### src/rtl/tok_ring_pkg.sv
package tok_ring_pkg;

  typedef enum logic {
    OWN_NONE = 1'b0,
    OWN_HELD = 1'b1
  } own_state_e;

  localparam int unsigned RING_WORD_W = 16;
  localparam int unsigned RING_TAG_W  = 4;

endpackage

### src/rtl/tok_classify.sv
module tok_classify #(
  parameter int unsigned             TAG_W     = 4,
  parameter logic [TAG_W-1:0]        TOKEN_TAG = '1
) (
  input  logic [TAG_W-1:0] tag_bits,
  output logic             is_token
);
  assign is_token = (tag_bits == TOKEN_TAG);
endmodule

### src/rtl/tok_hold_ctl.sv
module tok_hold_ctl
  import tok_ring_pkg::*;
#(
  parameter int unsigned W = 16
) (
  input  logic         clk,
  input  logic         rst_n,
  input  logic         capture,
  input  logic [W-1:0] capture_word,
  input  logic         done,
  input  logic         slot_free,
  output logic         owns,
  output logic         release_now,
  output logic [W-1:0] held_word
);
  own_state_e state_q;

  assign owns        = (state_q == OWN_HELD);
  assign release_now = owns && done && slot_free;

  always_ff @(posedge clk or negedge rst_n) begin
    if (!rst_n) begin
      state_q   <= OWN_NONE;
      held_word <= '0;
    end else begin
      if (capture) begin
        state_q   <= OWN_HELD;
        held_word <= capture_word;
      end else if (release_now) begin
        state_q <= OWN_NONE;
      end
    end
  end
endmodule

### src/rtl/tok_out_slot.sv
module tok_out_slot #(
  parameter int unsigned W      = 16,
  parameter bit          INIT_V = 1'b0,
  parameter logic [W-1:0] INIT_W = '0
) (
  input  logic         clk,
  input  logic         rst_n,
  input  logic         load,
  input  logic [W-1:0] load_word,
  input  logic         out_ready,
  output logic         out_valid,
  output logic [W-1:0] out_word,
  output logic         free
);
  assign free = !out_valid || out_ready;

  always_ff @(posedge clk or negedge rst_n) begin
    if (!rst_n) begin
      out_valid <= INIT_V;
      out_word  <= INIT_W;
    end else if (load) begin
      out_valid <= 1'b1;
      out_word  <= load_word;
    end else if (out_ready) begin
      out_valid <= 1'b0;
    end
  end
endmodule

### src/rtl/tok_ring_node.sv
module tok_ring_node
  import tok_ring_pkg::*;
#(
  parameter int unsigned      W          = RING_WORD_W,
  parameter int unsigned      TAG_W      = RING_TAG_W,
  parameter logic [TAG_W-1:0] TOKEN_TAG  = '1,
  parameter bit               SEED_TOKEN = 1'b0
) (
  input  logic         clk,
  input  logic         rst_n,
  input  logic         ring_in_valid,
  output logic         ring_in_ready,
  input  logic [W-1:0] ring_in_word,
  output logic         ring_out_valid,
  input  logic         ring_out_ready,
  output logic [W-1:0] ring_out_word,
  input  logic         core_req,
  input  logic         core_done,
  output logic         core_owns
);
  localparam int unsigned  PAY_W     = W - TAG_W;
  localparam logic [W-1:0] SEED_WORD = {TOKEN_TAG, {PAY_W{1'b0}}};

  logic         in_is_tok;
  logic         slot_free;
  logic         release_now;
  logic         accept;
  logic         capture;
  logic         pass;
  logic         load;
  logic [W-1:0] load_word;
  logic [W-1:0] held_word;

  tok_classify #(
    .TAG_W     (TAG_W),
    .TOKEN_TAG (TOKEN_TAG)
  ) u_cls (
    .tag_bits (ring_in_word[W-1 -: TAG_W]),
    .is_token (in_is_tok)
  );

  assign ring_in_ready = slot_free && !release_now;
  assign accept        = ring_in_valid && ring_in_ready;
  assign capture       = accept && in_is_tok && core_req;
  assign pass          = accept && !capture;
  assign load          = release_now || pass;
  assign load_word     = release_now ? held_word : ring_in_word;

  tok_hold_ctl #(
    .W (W)
  ) u_hold (
    .clk          (clk),
    .rst_n        (rst_n),
    .capture      (capture),
    .capture_word (ring_in_word),
    .done         (core_done),
    .slot_free    (slot_free),
    .owns         (core_owns),
    .release_now  (release_now),
    .held_word    (held_word)
  );

  generate
    if (SEED_TOKEN) begin : g_seed
      tok_out_slot #(
        .W      (W),
        .INIT_V (1'b1),
        .INIT_W (SEED_WORD)
      ) u_slot (
        .clk       (clk),
        .rst_n     (rst_n),
        .load      (load),
        .load_word (load_word),
        .out_ready (ring_out_ready),
        .out_valid (ring_out_valid),
        .out_word  (ring_out_word),
        .free      (slot_free)
      );
    end else begin : g_plain
      tok_out_slot #(
        .W      (W),
        .INIT_V (1'b0),
        .INIT_W ('0)
      ) u_slot (
        .clk       (clk),
        .rst_n     (rst_n),
        .load      (load),
        .load_word (load_word),
        .out_ready (ring_out_ready),
        .out_valid (ring_out_valid),
        .out_word  (ring_out_word),
        .free      (slot_free)
      );
    end
  endgenerate
endmodule

### config.mk
export PLATFORM = sky130hd
export DESIGN_NAME = tok_ring_node
export DESIGN_NICKNAME = d
export VERILOG_FILES = /design/src/rtl/tok_ring_pkg.sv /design/src/rtl/tok_classify.sv /design/src/rtl/tok_hold_ctl.sv /design/src/rtl/tok_out_slot.sv /design/src/rtl/tok_ring_node.sv
export SDC_FILE = /design/constraint.sdc
export NUM_CORES = 1
export LEC_CHECK = 0
export BUFFER_PORTS_ARGS = -buffer_cell sky130_fd_sc_hd__buf_2
export CAP_MARGIN = 20
export CORE_MARGIN = 4
export CORE_UTILIZATION = 35
export CTS_CLUSTER_DIAMETER = 60
export DETAILED_ROUTE_END_ITERATION = 12
export GPL_ROUTABILITY_DRIVEN = 0
export REMOVE_ABC_BUFFERS = 1
export SLEW_MARGIN = 15
export SYNTH_ARGS = -nofsm -noshare
export SYNTH_HDL_FRONTEND = slang
export SYNTH_SLANG_ARGS = --single-unit
### constraint.sdc
create_clock -name clk -period 2.37 [get_ports clk]
set_input_delay 0.1185 -clock clk [delete_from_list [all_inputs] [get_ports clk]]
set_output_delay 0.1185 -clock clk [all_outputs]
set_load 0.005 [all_outputs]
# Yosys cells after proc, flatten, opt, wreduce, memory -nomap -nowiden

Cells that the tools add are included.

Input port bits: 22
Flip-flop bits (word level): 34
Logic and storage cells: 24
Output and inout bits: 19

Eq/ne operators: 1
Mux-type cells: 5
Reduce and logical (&&, ||, !) cells: 14

Operators with widths:

| cell                                 | number |
|---|---|
| 16-bit 2-to-1 mux                    | 1 |
| 1-bit logical AND                    | 7 |
| 4-bit == test, second input constant | 1 |
| 1-bit 2-to-1 mux                     | 4 |
| 2-bit nonzero test                   | 2 |
| 1-bit logical NOT                    | 3 |
| 1-bit logical OR                     | 2 |

# Longest topological paths before layout

Word-level depth: 12
Depth in mapped cells: 6
Mapped depth without buffers: 4

# By module

From an unflattened synthesis, not the netlist that was laid out.

Cells, all modules: 98
Area total of the unflattened synthesis: 1649.1 um2

By module, submodules not included:

| module        | area an instance (um2) | times used | cells each |
|---|---|---|---|
| tok_hold_ctl  | 689.4                  | 1          | 38 |
| tok_out_slot  | 683.2                  | 1          | 37 |
| tok_ring_node | 267.8                  | 1          | 22 |
| tok_classify  | 8.8                    | 1          | 1 |

# Least setup slack after synthesis

Ideal clock, no wire load.

Path type: reg2reg
Start point: reg u_hold.state_q (netlist: u_hold.owns)
End point: reg u_hold.held_word[10]
Slack: 0.969 ns
Library setup time: 0.125 ns
Stages on the path, launching flop included: 6
Arrival: 1.276 ns
Path through: dfrtp_1 nand2_1 nand3_2 nor2_8 buf_12 mux2_4

Cells in the longest elaborated chain, start to end: 7

RTL lines:

| element                        | RTL line            | source |
|---|---|---|
| start: declaration             | tok_hold_ctl.sv:16  | `own_state_e state_q;` |
| start signal: assignment       | tok_hold_ctl.sv:23  | `state_q <= OWN_NONE;` |
| start signal: assignment       | tok_hold_ctl.sv:27  | `state_q <= OWN_HELD;` |
| start signal: assignment       | tok_hold_ctl.sv:30  | `state_q <= OWN_NONE;` |
| 1-bit logical AND (2 in a row) | tok_hold_ctl.sv:19  | `assign release_now = owns && done && slot_free;` |
| 1-bit logical NOT              | tok_ring_node.sv:42 | `assign ring_in_ready = slot_free && !release_now;` |
| 1-bit logical AND              | tok_ring_node.sv:42 |  |
| 1-bit logical AND              | tok_ring_node.sv:43 | `assign accept = ring_in_valid && ring_in_ready;` |
| 1-bit logical AND (2 in a row) | tok_ring_node.sv:44 | `assign capture = accept && in_is_tok && core_req;` |
| end signal: assignment         | tok_hold_ctl.sv:28  | `held_word <= capture_word;` |
| end: declaration               | tok_hold_ctl.sv:14  | `output logic [W-1:0] held_word` |

Every way passes these cells.
A chain may end at the register's enable or synchronous reset.

# Worst setup path in the final report

Start point: reg u_hold.state_q (netlist: u_hold.owns)
End point: reg u_hold.held_word[4]

The elaborated chain is that of the path after synthesis.

==> flow_metrics.tcl <==
set metrics [dict create \
    end_kind "flop" \
    run_status "finished, final reports clean" \
    yosysWarningCount 0 \
    mappedNetlistArea_um2 1534 \
    drive_above_1_share 0.3955 \
    number_of_standard_cells_after_synthesis 137 \
    report.final.slew_viol_count 0 \
    fp.dieH_um 74.20 \
    totalWireLength_mm 3.316 \
    design.final.nets 198 \
    grt_start_max_net_pins 35 \
    number_of_global_route_vias_before_repair 1169 \
    ordered_list_of_cells_on_the_worst_path "nand2_1 -> nand3_2 -> nor2_8 -> mux2_2" \
    final_cell_mix "buf_2, dfrtp_1, nand3_1" \
    final_period_minus_worst_setup_slack_ps 1728 \
    yosys_register_bits 34 \
    dpl.cell_count 218 \
    tritoncts "yes" \
    achievable_clock_frequency_mhz 578.9 \
    drv.max_cap_violation_count 0 \
    core_area_um2 4115 \
    number_of_enable_flip_flop_cells_after_synthesis 0 \
    antenna-diode-count 0 \
    number_of_remaining_drc_errors 0 \
    layout.cells.most_common "buf_2" \
    number_of_distinct_library_cells_after_synthesis 23 \
    cts.sinks 34 \
    timing.slew.headroom 0.5145 \
    hold_viol_final 0 \
    drt-initial-drc-count 88 \
    clock_latency_ps 290 \
    worst_ep_required_time_ps 2540 \
    synth_ff_type "dfrtp_1" \
    fin_skew_ps 3.923 \
    std_cell_rows 23 \
    static-leakage-power_nw 0.9302 \
    cp_slowest_stage_delay_ps 410 \
    numPortBuffers 40 \
    grt_first_pass_wirelength_mm 5.602 \
    clk_pin_slew_worst_paths_ps 70 \
    area_overhead_vs_synth_pct 23.08 \
    synth-async-reset-ratio 1.000 \
    rsz0062_at_grt "false" \
    clock-root-buffer "clkbuf_8" \
    pwr_density_cell_nw_per_um2 976.3 \
    setup_viol_count_final 0 \
    criticalPathCategory "reg2reg" \
    fill_cells 395 \
    cts.htree.levels 2 \
    design.portCount 41 \
    timing.critical_path.arrival_ps 1900 \
    worst_path_max_delay_cell "dfrtp_1" \
    drt-pass1-iter-count 4 \
    grtUsageTotal 0.1351 \
    avgSynthCellArea_um2 11.20 \
    ctsResizeCount 0 \
    cts_buffers 5 \
    die_w_um 74.20 \
    seqCellArea_um2 850.8 \
    routedWlPerCell_um 14.61 \
    max-vdd-ir-drop_mv 0.3184 \
    cts_max_path_buffers 2 \
    finish.cell_count_without_fillers 227 \
    start_kind "flop" \
    multi_input_comb_area_um2 614.3 \
    globalRouteOverflowTotal 0 \
    layout_worst_path_cycle_share 0.7289 \
    floorplan.initialDensity 0.3728 \
    timing.setup.tns_ps 0 \
    max_slew.worst_pin.slew_ps 728.3 \
    cp_max_fo 17 \
    die_area_um2 5506 \
    cts.hold.buffers_added 1 \
    post_cts_setup_buffers 0 \
    num_vias 1168 \
    grt_antenna_before_repair 0 \
    ant_nets 0 \
    detail_route.vias_per_cell 5.145 \
    yosysSeqAreaShare 0.5546 \
    holdCritPathClass "in2reg" \
]
-- logic make-up (layout without fill, tap and decap cells) --
group / count (synthesis) / count (layout) / share of synthesized area
simple gates: 48 / 48 / 0.1778
flops: 34 / 34 / 0.5547
compound gates: 33 / 33 / 0.1224
mux: 12 / 12 / 0.1003
buf+inv: 10 / 50 / 0.04486
-- final cells by class --
type	instances	share of cell area
Timing Repair Buffer	42	0.1153
Multi-Input combinational cell	93	0.3254
Clock inverter	2	0.03181
Clock buffer	6	0.04374
Sequential cell	34	0.4506
Tap cell	50	0.03313
-- worst max-delay path: cells and delay by family (launching register included) --
kind | cells | cell delay, ps
multiplexers | 1 | 380
AND/OR/NAND/NOR | 3 | 830
flip-flops | 1 | 410
-- cells in the mapped netlist, types with 2 or more instances --
cell	number	area, um2
nand2_1	3	11.26
buf_2	2	10.01
o21ai_0	16	80.08
or2_2	4	25.02
and3_1	2	12.51
clkbuf_1	4	15.01
dfrtp_1	34	850.8
mux2_2	7	78.83
nor2_1	16	60.06
a31oi_1	16	100.1
mux2_4	5	75.07
nand3_1	17	85.08
-- flip-flops by register name (all words and copies together) (netlist names) --
register,flops
g_plain.u_slot.out_valid,1
u_hold.owns,1
g_plain.u_slot.out_word,16
u_hold.held_word,16
-- through the flow --
stage               utilization  power (W)  hold slack [ps]  setup slack, ps  area, um2
CTS                      0.4588   0.001864            65.73            624.3       1888
floorplan                     -   0.001010           -177.1            839.7       1465
global route             0.4588   0.001947            74.17            507.6       1888
detailed placement       0.4217   0.001206            225.4            625.1       1735
global placement         0.4217   0.001189            218.1            681.7       1735
finish                   0.4588   0.001843            68.10            642.4       1888
-- power by group --
group	total (W)	switching [W]	leakage, nW	internal (W)
clock network	0.000656	0.000208	0.0714	0.000448
logic	0.000384	0.000188	0.437	0.000196
registers	0.000803	0.0000759	0.422	0.000727
total	0.00184	0.000471	0.930	0.00137
-- metal layers --
metal | global-route usage | vias up | wire length (um)
met5 | 0 | - | 0
met4 | 0.07847 | 0 | 84
met3 | 0.03649 | 7 | 236
met2 | 0.2057 | 36 | 1608
met1 | 0.1726 | 557 | 1387
li1 | - | 568 | -
-- final timing paths --
check	startpoint	end	slack (ps)	cells after the start
hold / removal	ring_in_valid	g_plain.u_slot.out_valid	70	3
setup / recovery	u_hold.owns	u_hold.held_word[4]	640	4
min in group asynchronous	rst_n	g_plain.u_slot.out_word[7]	420	2
max in group asynchronous	rst_n	g_plain.u_slot.out_word[3]	1480	2
setup reg to reg	u_hold.owns	u_hold.held_word[4]	640	4
hold reg to reg	u_hold.held_word[14]	u_hold.held_word[14]	480	1
No activity file was read; power rests on OpenSTA's default activity.
